$ cat config.mk
export PLATFORM = sky130hd
export DESIGN_NAME = uart_rx_tagq
export DESIGN_NICKNAME = d
export VERILOG_FILES = /design/src/rtl/uart_rxq_pkg.sv /design/src/rtl/rxq_sync.sv /design/src/rtl/rxq_deframer.sv /design/src/rtl/rxq_fifo.sv /design/src/rtl/uart_rx_tagq.sv
export SDC_FILE = /design/constraint.sdc
export NUM_CORES = 1
export LEC_CHECK = 0
export CORE_MARGIN = 2
export CORE_UTILIZATION = 45
export CTS_BUF_LIST = sky130_fd_sc_hd__clkbuf_4 sky130_fd_sc_hd__clkbuf_8 sky130_fd_sc_hd__clkbuf_16
export DETAILED_ROUTE_END_ITERATION = 6
export PLACE_DENSITY_LB_ADDON = 0.3
export SLEW_MARGIN = 40
export SYNTH_ARGS = -nofsm -noshare
export SYNTH_HDL_FRONTEND = slang
export SYNTH_HIERARCHICAL = 1
export SYNTH_SLANG_ARGS = --single-unit
$ cat constraint.sdc
create_clock -name clk -period 5.67 [get_ports clk]
set_input_delay 0.8505 -clock clk [delete_from_list [all_inputs] [get_ports clk]]
set_output_delay 0.8505 -clock clk [all_outputs]
set_load 0.02 [all_outputs]
$ cat src/rtl/uart_rxq_pkg.sv
package uart_rxq_pkg;

   localparam int RXQ_DATA_W = 8;

   typedef struct packed {
      logic                  tag;
      logic [RXQ_DATA_W-1:0] data;
   } rxq_word_t;

   typedef enum logic [1:0] {
      DF_IDLE  = 2'd0,
      DF_START = 2'd1,
      DF_BITS  = 2'd2,
      DF_STOP  = 2'd3
   } df_state_t;

endpackage

$ cat src/rtl/rxq_sync.sv
module rxq_sync #(
   parameter int STAGES = 2
) (
   input  logic clk,
   input  logic rst_n,
   input  logic din,
   output logic dout
);

   generate
      if (STAGES == 0) begin : g_bypass
         assign dout = din;
      end else begin : g_chain
         logic [STAGES-1:0] sh;
         always_ff @(posedge clk or negedge rst_n) begin
            if (!rst_n) sh <= '1;
            else if (STAGES == 1) sh <= din;
            else sh <= {sh[STAGES-2:0], din};
         end
         assign dout = sh[STAGES-1];
      end
   endgenerate

endmodule

$ cat src/rtl/rxq_deframer.sv
module rxq_deframer
   import uart_rxq_pkg::*;
#(
   parameter int OSR    = 16,
   parameter int DATA_W = RXQ_DATA_W
) (
   input  logic      clk,
   input  logic      rst_n,
   input  logic      os_tick,
   input  logic      rx,
   input  logic      cfg_short,
   input  logic      cfg_tag_en,
   output logic      push,
   output rxq_word_t push_word,
   output logic      push_ferr
);

   localparam int HALF = OSR / 2;
   localparam int TW   = $clog2(OSR);
   localparam int BW   = $clog2(DATA_W + 2);

   df_state_t         state;
   logic [TW-1:0]     tick_cnt;
   logic [BW-1:0]     bit_idx;
   logic [DATA_W-1:0] data_q;
   logic              tag_q;
   logic              short_q;
   logic              tag_en_q;
   logic [BW-1:0]     n_data;
   logic [BW-1:0]     last_idx;
   logic              mid_start;
   logic              bit_end;

   always_comb begin
      n_data    = short_q ? BW'(DATA_W - 1) : BW'(DATA_W);
      last_idx  = tag_en_q ? n_data : n_data - BW'(1);
      mid_start = (tick_cnt == TW'(HALF - 1));
      bit_end   = (tick_cnt == TW'(OSR - 1));
   end

   always_ff @(posedge clk or negedge rst_n) begin
      if (!rst_n) begin
         state     <= DF_IDLE;
         tick_cnt  <= '0;
         bit_idx   <= '0;
         data_q    <= '0;
         tag_q     <= 1'b0;
         short_q   <= 1'b0;
         tag_en_q  <= 1'b0;
         push      <= 1'b0;
         push_word <= '0;
         push_ferr <= 1'b0;
      end else begin
         push <= 1'b0;
         if (os_tick) begin
            case (state)
               DF_IDLE: begin
                  if (!rx) begin
                     state    <= DF_START;
                     tick_cnt <= '0;
                  end
               end
               DF_START: begin
                  if (mid_start) begin
                     tick_cnt <= '0;
                     if (!rx) begin
                        state    <= DF_BITS;
                        bit_idx  <= '0;
                        data_q   <= '0;
                        tag_q    <= 1'b0;
                        short_q  <= cfg_short;
                        tag_en_q <= cfg_tag_en;
                     end else begin
                        state <= DF_IDLE;
                     end
                  end else begin
                     tick_cnt <= tick_cnt + TW'(1);
                  end
               end
               DF_BITS: begin
                  if (bit_end) begin
                     tick_cnt <= '0;
                     if (bit_idx < n_data) begin
                        for (int i = 0; i < DATA_W; i++) begin
                           if (bit_idx == BW'(i)) data_q[i] <= rx;
                        end
                     end else begin
                        tag_q <= rx;
                     end
                     if (bit_idx == last_idx) state <= DF_STOP;
                     bit_idx <= bit_idx + BW'(1);
                  end else begin
                     tick_cnt <= tick_cnt + TW'(1);
                  end
               end
               DF_STOP: begin
                  if (bit_end) begin
                     tick_cnt       <= '0;
                     push           <= 1'b1;
                     push_word.data <= data_q;
                     push_word.tag  <= tag_q;
                     push_ferr      <= !rx;
                     state          <= DF_IDLE;
                  end else begin
                     tick_cnt <= tick_cnt + TW'(1);
                  end
               end
               default: state <= DF_IDLE;
            endcase
         end
      end
   end

   p_short_msb_zero_r2: assert property (@(posedge clk) disable iff (!rst_n)
      (push && short_q) |-> (push_word.data[DATA_W-1] == 1'b0));

   p_tag_off_zero_r3: assert property (@(posedge clk) disable iff (!rst_n)
      (push && !tag_en_q) |-> !push_word.tag);

   p_push_single_pulse_r1: assert property (@(posedge clk) disable iff (!rst_n)
      push |=> !push);

endmodule

$ cat src/rtl/rxq_fifo.sv
module rxq_fifo
   import uart_rxq_pkg::*;
#(
   parameter int DEPTH = 8,
   localparam int CW   = $clog2(DEPTH + 1)
) (
   input  logic          clk,
   input  logic          rst_n,
   input  logic          single,
   input  logic          push,
   input  rxq_word_t     push_word,
   input  logic          pop,
   output rxq_word_t     head,
   output logic [CW-1:0] count,
   output logic          drop
);

   logic [CW-1:0] cap;
   logic          full;
   logic          do_push;
   logic          do_pop;

   always_comb begin
      cap     = single ? CW'(1) : CW'(DEPTH);
      full    = (count >= cap);
      do_push = push && !full;
      do_pop  = pop && (count != '0);
      drop    = push && full;
   end

   always_ff @(posedge clk or negedge rst_n) begin
      if (!rst_n) count <= '0;
      else if (do_push && !do_pop) count <= count + CW'(1);
      else if (do_pop && !do_push) count <= count - CW'(1);
   end

   generate
      if (DEPTH == 1) begin : g_reg
         rxq_word_t slot;
         always_ff @(posedge clk or negedge rst_n) begin
            if (!rst_n) slot <= '0;
            else if (do_push) slot <= push_word;
         end
         assign head = (count == '0) ? '0 : slot;
      end else begin : g_ring
         localparam int AW = $clog2(DEPTH);
         rxq_word_t     mem [DEPTH];
         logic [AW-1:0] wp;
         logic [AW-1:0] rp;
         always_ff @(posedge clk or negedge rst_n) begin
            if (!rst_n) begin
               wp <= '0;
               rp <= '0;
            end else begin
               if (do_push) wp <= wp + AW'(1);
               if (do_pop)  rp <= rp + AW'(1);
            end
         end
         always_ff @(posedge clk) begin
            if (do_push) mem[wp] <= push_word;
         end
         assign head = (count == '0) ? '0 : mem[rp];
      end
   endgenerate

   p_no_overflow_r4: assert property (@(posedge clk) disable iff (!rst_n)
      count <= CW'(DEPTH));

   p_drop_keeps_count_r5: assert property (@(posedge clk) disable iff (!rst_n)
      (drop && !pop) |=> (count == $past(count)));

   p_single_cap_r6: assert property (@(posedge clk) disable iff (!rst_n)
      (single && $past(single) && $past(count) <= CW'(1)) |-> (count <= CW'(1)));

endmodule

$ cat src/rtl/uart_rx_tagq.sv
module uart_rx_tagq
   import uart_rxq_pkg::*;
#(
   parameter int OSR         = 16,
   parameter int DEPTH       = 8,
   parameter int SYNC_STAGES = 2
) (
   input  logic                  clk,
   input  logic                  rst_n,
   input  logic                  os_tick,
   input  logic                  rx,
   input  logic                  cfg_short,
   input  logic                  cfg_tag_en,
   input  logic                  cfg_fifo_off,
   input  logic                  msk_avail,
   input  logic                  msk_tag,
   input  logic                  msk_ferr,
   input  logic                  rd_stb,
   output logic [RXQ_DATA_W-1:0] rd_data,
   output logic                  rd_tag,
   output logic                  avail,
   output logic                  frame_err,
   output logic                  overrun,
   output logic                  irq
);

   localparam int CW = $clog2(DEPTH + 1);

   generate
      if (OSR < 4 || (OSR % 2) != 0) begin : g_bad_osr
         $error("OSR must be even and at least 4");
      end
      if (DEPTH < 1 || (DEPTH & (DEPTH - 1)) != 0) begin : g_bad_depth
         $error("DEPTH must be a power of two");
      end
      if (SYNC_STAGES < 0 || SYNC_STAGES > 4) begin : g_bad_sync
         $error("SYNC_STAGES must be within 0..4");
      end
   endgenerate

   logic          rx_s;
   logic          push;
   rxq_word_t     push_word;
   logic          push_ferr;
   rxq_word_t     head;
   logic [CW-1:0] count;
   logic          drop;
   logic          pop;

   rxq_sync #(.STAGES(SYNC_STAGES)) u_sync (
      .clk  (clk),
      .rst_n(rst_n),
      .din  (rx),
      .dout (rx_s)
   );

   rxq_deframer #(.OSR(OSR), .DATA_W(RXQ_DATA_W)) u_deframer (
      .clk       (clk),
      .rst_n     (rst_n),
      .os_tick   (os_tick),
      .rx        (rx_s),
      .cfg_short (cfg_short),
      .cfg_tag_en(cfg_tag_en),
      .push      (push),
      .push_word (push_word),
      .push_ferr (push_ferr)
   );

   rxq_fifo #(.DEPTH(DEPTH)) u_fifo (
      .clk      (clk),
      .rst_n    (rst_n),
      .single   (cfg_fifo_off),
      .push     (push),
      .push_word(push_word),
      .pop      (pop),
      .head     (head),
      .count    (count),
      .drop     (drop)
   );

   assign avail   = (count != '0);
   assign pop     = rd_stb && avail;
   assign rd_data = head.data;
   assign rd_tag  = head.tag;

   always_ff @(posedge clk or negedge rst_n) begin
      if (!rst_n) begin
         frame_err <= 1'b0;
         overrun   <= 1'b0;
      end else begin
         if (push && push_ferr) frame_err <= 1'b1;
         else if (rd_stb)       frame_err <= 1'b0;
         if (drop)              overrun <= 1'b1;
         else if (rd_stb)       overrun <= 1'b0;
      end
   end

   assign irq = (msk_avail && avail) || (msk_tag && rd_tag) || (msk_ferr && frame_err);

   p_empty_reads_zero_r7: assert property (@(posedge clk) disable iff (!rst_n)
      !avail |-> (rd_data == '0 && !rd_tag));

   p_ferr_cleared_r9: assert property (@(posedge clk) disable iff (!rst_n)
      (rd_stb && !(push && push_ferr)) |=> !frame_err);

   p_ovr_sticky_r5: assert property (@(posedge clk) disable iff (!rst_n)
      (overrun && !rd_stb) |=> overrun);

   p_irq_masked_r10: assert property (@(posedge clk) disable iff (!rst_n)
      (!msk_avail && !msk_tag && !msk_ferr) |-> !irq);

endmodule

==> impl_metrics.env, run 1 <==
export IMPL_yosysMostFrequentCell="edfxtp_1"
export IMPL_critPathMaxStageDelay_ns=0.59
export IMPL_viasPerCell=5.72
export IMPL_ff2ff_setup_slack_ns=2.43
export IMPL_nNetsFinal=435
export IMPL_initial_core_util=0.456
export IMPL_fin_tns_setup_ns=0
export IMPL_syn_inst=377
export IMPL_drc=0
export IMPL_worstSetupPathType="flip-flop to output pin"
export IMPL_worstPathRequired_ns=4.82
export IMPL_synth_area_um2=5410
export IMPL_hpwl_um=6660
export IMPL_maxCapViolCount=0
export IMPL_grt_pass1_vias=3199
export IMPL_slew_headroom=0.433
export IMPL_rsz0062_at_grt="no"
export IMPL_critical_path_max_fanout=9
export IMPL_synth_commonest_cells="72 x edfxtp_1, 44 x dfrtp_1, 25 x inv_1"
export IMPL_skew_ns=0.00819
export IMPL_clock_sinks=118
export IMPL_cp_num_cells=6
export IMPL_setup_violations=0
export IMPL_worst_slack_ns=1.95
export IMPL_yosys_warnings=6
export IMPL_status="complete, no violations"
export IMPL_grt_max_degree=47
export IMPL_io_buffers=23
export IMPL_root_buffer="clkbuf_16"
export IMPL_finalCritPeriodShare=0.656
export IMPL_cts_buffers=17
export IMPL_drt_wl_total_um=9780
export IMPL_startpoint_type="flip-flop"
export IMPL_hold_class="flip-flop to flip-flop"
export IMPL_syn_nets=405
export IMPL_pin_count=24
export IMPL_ys_async_sr_fraction=0.390
export IMPL_crit_family="simple AND/OR/NAND/NOR gates"
export IMPL_fmax_mhz=269
export IMPL_fin_area_um2=6410
export IMPL_cts_resized=0
export IMPL_max_clock_path_buffers=2
export IMPL_core_um2=11900
export IMPL_leakage_nw=2.38
export IMPL_drt_iter0_markers=183
export IMPL_rr_worst_depth=10
export IMPL_clk_pin_slew_worst_paths_ns=0.06
export IMPL_hold_violations=0
export IMPL_dpl_instance_area_um2=5810
export IMPL_worst_setup_path_end_kind="output pin"
export IMPL_grt_remaining_overflow=0
export IMPL_die_x_um=114
export IMPL_synth_avg_cell_area_um2=14.4
export IMPL_rows=40
export IMPL_ys_seq_elements=118
export IMPL_grt_use_met3=0.0531
export IMPL_final_max_slew_viol_count=0
export IMPL_grt_usage=0.170
export IMPL_clkLatencyLatePin_ns=0.41
export IMPL_area_growth_pct=18.5
export IMPL_place_ws_ns=1.73
export IMPL_drt_pass1_iterations=4
export IMPL_hold_path_end="u_sync/g_chain.sh[1]"
export IMPL_hp_start="u_sync/g_chain.sh[0]"
export IMPL_wl_per_cell_um=17.3
export IMPL_antenna_found_initial=0
export IMPL_worst_path_buf_inv=1
export IMPL_tightest_slew_ns=0.846
export IMPL_yosys_top_cells_area="edfxtp_1 40%, dfrtp_1 20%, mux4_2 7.5%, ha_1 3.7%, o211ai_1 3.2%"
export IMPL_cp_slowest_cell="or4_4"
export IMPL_hold_buffers=0
export IMPL_postCtsSetupRepairBufs=0
export IMPL_peakVddDrop_mv=0.249
export IMPL_dieHeight_um=114
export IMPL_timing_hold_ws_ns=0.355
export IMPL_period_needed_ns=3.72
export IMPL_yosys_area_top_type_share=0.400
export IMPL_met2_usage=0.267
export IMPL_grt_met1_usage=0.227
export IMPL_p_per_area_nw_per_um2=428
export IMPL_cts_tree="done"
export IMPL_crit_arrival_ns=2.87
export IMPL_r2r_start="u_fifo/count[0]"
export IMPL_synth_edf_count=72
export IMPL_synth_top_area_cell="edfxtp_1"
export IMPL_cts_max_level=4
export IMPL_dieArea_um2=12900
export IMPL_drive_above_1_share=0.196
export IMPL_synth_cell_types=57
export IMPL_synthFlopType="edfxtp_1"
export IMPL_antenna_left=0
export IMPL_whs_path_depth=0
export IMPL_grt_busiest_layer="met2"
export IMPL_path_cells="or4_4 > and2_1 > a22o_1 > a22oi_1 > o21ai_1 > clkdlybuf4s50_1"
export IMPL_fillers=971
export IMPL_diodes=0
export IMPL_synth_seq_area_share=0.613
export IMPL_r2r_end="u_fifo/count[3]"
export IMPL_vias=3236
export IMPL_grt_pass1_wl_um=16700
export IMPL_place_congestion=0.887
-- worst max-delay path by stage --
stage | start | end | slack (ns)
after CTS | u_fifo/count[0] | irq | 1.90
after global routing | u_fifo/count[0] | irq | 1.79
after detailed placement | cfg_fifo_off | u_fifo/count[3] | 1.73
after global placement | cfg_fifo_off | u_fifo/count[3] | 1.81
final | u_fifo/count[0] | irq | 1.95
after floorplan | cfg_fifo_off | u_fifo/count[3] | 2.36
-- layout by cell type (no fill, tap or decap), types with 3 or more instances in the layout --
cell,netlist,layout
nand4b_1,4,4
a21oi_1,9,9
nand3_1,10,10
bufinv_16,0,3
nand3b_1,3,3
nand2b_1,6,6
nor4_4,0,3
o21ai_0,7,7
a21o_1,3,3
xnor2_1,7,7
and2_1,3,3
ha_1,16,16
mux2_2,15,15
clkdlybuf4s50_1,0,22
dfrtp_1,44,43
nor2b_1,3,3
a22o_1,11,11
clkbuf_16,0,17
edfxtp_1,72,72
inv_1,25,25
nor2_1,17,17
mux4_2,18,18
nand2_1,14,14
nor3_1,9,9
o211ai_1,23,23
buf_4,2,4
clkinvlp_4,0,3
-- power breakdown --
group	leakage [nW]	internal [mW]	switching [mW]
registers	1.23	1.03	0.140
logic	0.872	0.242	0.276
clock network	0.281	0.690	0.372
-- area by class of cell --
type	count	area [µm²]	area share
Clock inverter	13	156	0.0244
Inverter	25	93.8	0.0146
Tap cell	147	184	0.0287
Multi-Input combinational cell	219	1980	0.308
Clock buffer	18	433	0.0675
Sequential cell	118	3320	0.517
Timing Repair Buffer	26	250	0.0390
-- sequential cells by signal, summed over array words and instances (netlist names), named ones only --
register              cells
u_deframer/state          1
u_deframer/push_word      9
u_fifo/g_ring.wp          3
u_deframer/bit_idx        4
u_deframer/tag_q          1
u_sync/g_chain.sh         2
u_deframer/push_ferr      1
u_fifo/g_ring.mem        72
u_fifo/g_ring.rp          3
u_fifo/count              4
overrun                   1
u_deframer/tick_cnt       4
frame_err                 1
u_deframer/data_q         8
u_deframer/short_q        1
u_deframer/push           1
u_deframer/tag_en_q       1
-- stage by stage --
stage / utilization / std cells / power (mW)
5_1_grt: 0.541 / 566 / 2.90
6_report: 0.541 / 566 / 2.75
2_1_floorplan: - / 377 / 1.53
3_3_place_gp: 0.488 / 535 / 1.68
3_5_place_dp: 0.490 / 535 / 1.70
4_1_cts: 0.540 / 566 / 2.77
-- per-layer routing --
metal / share of wire / wire (µm)
met4: 0.013 / 129
met3: 0.033 / 326
met2: 0.49 / 4770
met1: 0.47 / 4550
met5: 0 / 0
-- worst reg2reg max path: cells and delay by family, from the launching register on --
family / cells / cell delay, ns
adder cells (fa/ha/maj): 3 / 0.93
AND/OR/NAND/NOR: 2 / 1.03
flip-flops: 1 / 0.51
AO/OA/AOI/OAI: 3 / 0.43
buffers and inverters: 2 / 0.22
-- kinds of logic (layout without fill, tap and decap cells) --
| family | count (synthesis) | count (layout) | share of synthesized area |
|---|---|---|---|
| compound gates | 70 | 70 | 0.0960 |
| xor+xnor | 9 | 9 | 0.0146 |
| fa+ha+maj | 17 | 17 | 0.0407 |
| buf+inv | 40 | 82 | 0.0314 |
| flops | 118 | 118 | 0.613 |
| mux | 36 | 36 | 0.112 |
| simple gates | 87 | 87 | 0.0927 |
Note: power is estimated with default switching activity, not from simulation.
==> run 2: changes to the inputs <==
clock period = 3.35 ns   (was 5.67 ns; I/O delays follow)
==> run 2 against run 1 <==
Against the previous run: combinational power rose by 70%; register-to-register slack got worse by 2.1 ns; highest routed layer unchanged; critical path type unchanged; largest cell class unchanged; count of clock-buffer cells in the layout did not move.
==> impl_metrics.env, run 2 (synthesis gave the netlist of run 1 again) <==
export IMPL_grt_remaining_overflow=0
export IMPL_cts_tree="done"
export IMPL_status="complete, no violations"
export IMPL_pwr_share_clk=0.395
export IMPL_drt_iter0_markers=171
export IMPL_timing_hold_ws_ns=0.101
export IMPL_largest_reg_flops=72
export IMPL_skew_ns=0.00652
export IMPL_wl_per_cell_um=17.5
export IMPL_top_register="u_fifo/g_ring.mem"
export IMPL_maxCapViolCount=0
export IMPL_initial_core_util=0.456
export IMPL_combPwrFrac=0.187
export IMPL_hold_violations=0
export IMPL_final_cell_mix="72 x edfxtp_1, 44 x dfrtp_1, 25 x inv_1"
export IMPL_critPathMaxStageDelay_ns=0.59
export IMPL_postCtsSetupRepairBufs=0
export IMPL_p_int_mw=3.40
export IMPL_die_x_um=114
export IMPL_hpwl_um=6790
export IMPL_worstPathRequired_ns=2.85
export IMPL_r2r_end="u_fifo/count[3]"
export IMPL_ff2ff_setup_slack_ns=0.35
export IMPL_drive_above_1_share=0.217
export IMPL_diodes=0
export IMPL_r2r_start="u_fifo/count[0]"
export IMPL_fmax_mhz=319
export IMPL_drt_pass1_iterations=4
export IMPL_drc=0
export IMPL_area_growth_pct=20.1
export IMPL_root_buffer="clkbuf_16"
export IMPL_mostFrequentLayoutCell="edfxtp_1"
export IMPL_cts_buffers=17
export IMPL_grt_pass1_wl_um=17200
export IMPL_clk_pin_slew_worst_paths_ns=0.05
export IMPL_clkLatencyLatePin_ns=0.41
export IMPL_dieArea_um2=12900
export IMPL_met1Wirelength_um=4380
export IMPL_slew_headroom=0.593
export IMPL_grt_pass1_vias=3361
export IMPL_leakage_nw=2.47
export IMPL_dieHeight_um=114
export IMPL_final_max_slew_viol_count=0
export IMPL_rsz0062_at_grt="no"
export IMPL_power_frac_seq=0.418
export IMPL_p_per_area_nw_per_um2=726
export IMPL_fillers=954
export IMPL_cp_slowest_cell="or4_4"
export IMPL_hold_buffers=0
export IMPL_worstSetupPathType="flip-flop to output pin"
export IMPL_top_regs="u_fifo/g_ring.mem x72, u_deframer/push_word x9, u_deframer/data_q x8"
export IMPL_viasPerCell=5.60
export IMPL_vias=3247
export IMPL_top_layer="met4"
export IMPL_crit_arrival_ns=2.64
export IMPL_path_cells="or4_4 > nor2b_1 > buf_4 > a22o_1 > a22oi_1 > o21ai_1 > dlygate4sd2_1"
export IMPL_setup_violations=0
export IMPL_startpoint_type="flip-flop"
export IMPL_critical_path_max_fanout=9
export IMPL_peakVddDrop_mv=0.330
export IMPL_worst_setup_path_end_kind="output pin"
export IMPL_clock_sinks=118
export IMPL_nNetsFinal=448
export IMPL_cts_max_level=4
export IMPL_rr_worst_depth=10
export IMPL_tightest_slew_ns=0.606
export IMPL_fin_area_um2=6500
export IMPL_max_clock_path_buffers=2
export IMPL_rows=40
export IMPL_met2_length_um=5140
export IMPL_antenna_found_initial=0
export IMPL_grt_max_degree=47
export IMPL_hold_class="input pin to asynchronous set/reset pin"
export IMPL_grt_usage=0.177
export IMPL_wl_met3_um=449
export IMPL_pin_count=24
export IMPL_core_um2=11900
export IMPL_finalCritPeriodShare=0.937
export IMPL_antenna_left=0
export IMPL_fin_tns_setup_ns=0
export IMPL_p_sw_mw=1.32
export IMPL_switching_share=0.280
export IMPL_dpl_instance_area_um2=5890
export IMPL_period_needed_ns=3.14
export IMPL_place_congestion=0.877
export IMPL_drt_wl_total_um=10200
export IMPL_io_buffers=23
==> run 2: cell count changes in the layout (fill, tap and decap cells not counted), moves of 2 or more <==
| cell | delta |
|---|---|
| nor4_4 | -3 |
| nor4_2 | +3 |
| inv_6 | -2 |
| buf_4 | +13 |
==> run 2: how the worst max path moves through the flow <==
stage          cells after the start            start  slack, ns         endpoint
6_report                           7  u_fifo/count[0]       0.21              irq
3_3_place_gp                      10     cfg_fifo_off       0.08  u_fifo/count[3]
2_1_floorplan                     10  u_fifo/count[0]       0.35  u_fifo/count[3]
3_5_place_dp                      10     cfg_fifo_off     -0.003  u_fifo/count[3]
5_1_grt                            7  u_fifo/count[0]       0.12              irq
4_1_cts                            7  u_fifo/count[0]       0.19              irq
==> run 2: critical path, delay by kind of cell, from the launching register on <==
kind	cells	cell delay (ns)
DFF	1	0.48
AOI/OAI and AO/OA	3	0.50
and+or+nand+nor	2	0.74
buffers and inverters	2	0.51
==> run 2: area by class of cell <==
cell class / instances / area [µm²] / share of cell area
repair buffers: 39 / 347 / 0.0533
well taps: 147 / 184 / 0.0283
flip-flops and latches: 118 / 3320 / 0.510
clock buffers: 18 / 433 / 0.0666
inverters: 25 / 93.8 / 0.0144
multi-input cells: 219 / 1940 / 0.299
clock inverters: 14 / 184 / 0.0283
==> run 2: routing by layer <==
metal,vias to the layer above,GRT usage
met5,-,0
met4,0,0.0724
met3,16,0.0430
met2,70,0.286
met1,1612,0.231
li1,1549,-
==> run 2: repair_timing <==
| action | in CTS | in global routing |
|---|---|---|
| resized for setup | 1 | 0 |
| endpoints found under the setup margin | 1 | 0 |
| endpoints found under the hold margin | 0 | 0 |
==> run 2: power groups by stage <==
stage	Combinational, mW	Clock (mW)	Sequential, mW
floorplan	0.703	0	1.89
global placement	0.865	0	1.98
detailed placement	0.887	0	2.00
CTS	0.887	1.90	1.97
global route	0.997	1.97	2.01
finish	0.882	1.86	1.97
==> run 2: stage by stage <==
| stage | power (mW) | worst slack [ns] | instances | utilization |
|---|---|---|---|---|
| after floorplan | 2.59 | 0.348 | 377 | - |
| after global placement | 2.85 | 0.0789 | 548 | 0.496 |
| after detailed placement | 2.89 | -0.00303 | 548 | 0.496 |
| after CTS | 4.76 | 0.194 | 580 | 0.548 |
| after global routing | 4.98 | 0.118 | 580 | 0.548 |
| final | 4.72 | 0.212 | 580 | 0.548 |
==> run 3: changes to the inputs <==
CORE_UTILIZATION = 54   (was 45)
CTS_CLUSTER_DIAMETER = 120   (was not set)
==> run 3 against run 2 <==
Against the previous run: clock power up 2%; global-route usage up 3.1 points; final area about the same; first-iteration DRC count up 5.8%; routed wire length up 2.9%.
==> impl_metrics.env, run 3 (synthesis gave the netlist of run 1 again) <==
export IMPL_p_per_area_nw_per_um2=731
export IMPL_grt_met1_usage=0.253
export IMPL_root_buffer="clkbuf_8"
export IMPL_dieArea_um2=10800
export IMPL_hold_violations=0
export IMPL_vias=3302
export IMPL_pin_count=24
export IMPL_top_register="u_fifo/g_ring.mem"
export IMPL_worstPathRequired_ns=2.85
export IMPL_period_needed_ns=3.25
export IMPL_utilization=0.668
export IMPL_drive_above_1_share=0.224
export IMPL_ff2ff_setup_slack_ns=0.31
export IMPL_p_sw_mw=1.37
export IMPL_io_buffers=23
export IMPL_rows=36
export IMPL_grt_usage=0.208
export IMPL_drt_wl_total_um=10400
export IMPL_cts_tree="done"
export IMPL_fmax_mhz=308
export IMPL_leakage_nw=2.49
export IMPL_timing_hold_ws_ns=0.0170
export IMPL_r2r_start="u_fifo/count[0]"
export IMPL_met2_usage=0.367
export IMPL_clock_sinks=118
export IMPL_path_cells="or4_4 > nor2b_1 > buf_4 > a22o_1 > a22oi_1 > o21ai_1 > dlygate4sd2_1"
export IMPL_dieHeight_um=104
export IMPL_crit_arrival_ns=2.74
export IMPL_worstSetupPathType="flip-flop to output pin"
export IMPL_grt_max_degree=29
export IMPL_diodes=0
export IMPL_antenna_found_initial=0
export IMPL_worst_slack_ns=0.105
export IMPL_hpwl_um=6830
export IMPL_maxCapViolCount=0
export IMPL_hold_class="input pin to asynchronous set/reset pin"
export IMPL_worst_setup_path_end_kind="output pin"
export IMPL_power_frac_seq=0.414
export IMPL_startpoint_type="flip-flop"
export IMPL_initial_core_util=0.556
export IMPL_tightest_slew_ns=0.631
export IMPL_grt_pass1_wl_um=17300
export IMPL_slew_headroom=0.576
export IMPL_drt_pass1_iterations=5
export IMPL_grt_remaining_overflow=0
export IMPL_critical_path_max_fanout=9
export IMPL_postCtsSetupRepairBufs=0
export IMPL_antenna_left=0
export IMPL_fillers=690
export IMPL_combPwrFrac=0.185
export IMPL_clkLatencyLatePin_ns=0.51
export IMPL_fin_cells=567
export IMPL_place_congestion=0.920
export IMPL_skew_ns=0.0112
export IMPL_fin_area_um2=6490
export IMPL_area_growth_pct=20.0
export IMPL_drc=0
export IMPL_largest_reg_flops=72
export IMPL_pwr_share_clk=0.400
export IMPL_setup_violations=0
export IMPL_top_regs="u_fifo/g_ring.mem x72, u_deframer/push_word x9, u_deframer/data_q x8"
export IMPL_status="complete, no violations"
export IMPL_final_cell_mix="72 x edfxtp_1, 44 x dfrtp_1, 25 x inv_1"
export IMPL_core_um2=9730
export IMPL_clk_pin_slew_worst_paths_ns=0.06
export IMPL_peakVddDrop_mv=0.385
export IMPL_place_ws_ns=-0.0384
export IMPL_register_area_um2=3320
export IMPL_grt_use_met3=0.0451
export IMPL_die_x_um=104
export IMPL_critPathMaxStageDelay_ns=0.59
export IMPL_grt_busiest_layer="met2"
export IMPL_p_int_mw=3.38
export IMPL_drt_iter0_markers=181
export IMPL_grt_pass1_vias=3411
export IMPL_wl_per_cell_um=18.4
export IMPL_cts_buffers=17
export IMPL_total_power_mw=4.75
export IMPL_rsz0062_at_grt="no"
export IMPL_multi_input_area_um2=1940
export IMPL_fin_tns_setup_ns=0
export IMPL_max_clock_path_buffers=2
export IMPL_dpl_instance_area_um2=5870
export IMPL_cp_slowest_cell="or4_4"
export IMPL_cts_max_level=4
export IMPL_finalCritPeriodShare=0.969
export IMPL_rr_worst_depth=10
export IMPL_r2r_end="u_fifo/count[3]"
export IMPL_nNetsFinal=449
export IMPL_switching_share=0.289
export IMPL_dp_cells=535
export IMPL_viasPerCell=5.82
export IMPL_final_max_slew_viol_count=0
export IMPL_mostFrequentLayoutCell="edfxtp_1"
## run 3: layer usage
metal  wire length [µm]  up-vias  share of wire
met4                 97        0         0.0093
li1                   -     1544              -
met2               5630       59           0.54
met1               4410     1691           0.42
met3                303        8          0.029
met5                  0        -              0
## run 3: how the worst max path moves through the flow
| stage | to | cells past startpoint | from |
|---|---|---|---|
| 2_1_floorplan | u_fifo/count[3] | 10 | u_fifo/count[0] |
| 3_3_place_gp | u_fifo/count[3] | 10 | cfg_fifo_off |
| 3_5_place_dp | u_fifo/count[3] | 10 | cfg_fifo_off |
| 4_1_cts | irq | 7 | u_fifo/count[0] |
| 5_1_grt | irq | 7 | u_fifo/count[0] |
| 6_report | irq | 7 | u_fifo/count[0] |
## run 3: area by class of cell
class	count	area share
inverters	25	0.0144
well taps	133	0.0256
repair buffers	40	0.0541
clock inverters	15	0.0331
multi-input cells	219	0.298
flip-flops and latches	118	0.510
clock buffers	17	0.0638
## run 3: what timing repair did
item	CTS	global route
endpoints found under the setup margin	1	0
resized for setup	1	0
endpoints found under the hold margin	0	0
hold buffers	0	0
## run 3: power groups by stage
| stage | Sequential (mW) | Combinational, mW | Clock (mW) |
|---|---|---|---|
| floorplan | 1.89 | 0.703 | 0 |
| global placement | 1.98 | 0.860 | 0 |
| detailed placement | 1.99 | 0.883 | 0 |
| CTS | 1.96 | 0.887 | 1.93 |
| global route | 2.00 | 0.985 | 2.01 |
| finish | 1.97 | 0.881 | 1.90 |
## run 3: critical path: cells and delay by family (launching register included)
family          cells  cell delay, ns
flops               1            0.48
compound gates      3            0.50
buf+inv             2            0.50
simple gates        2            0.75
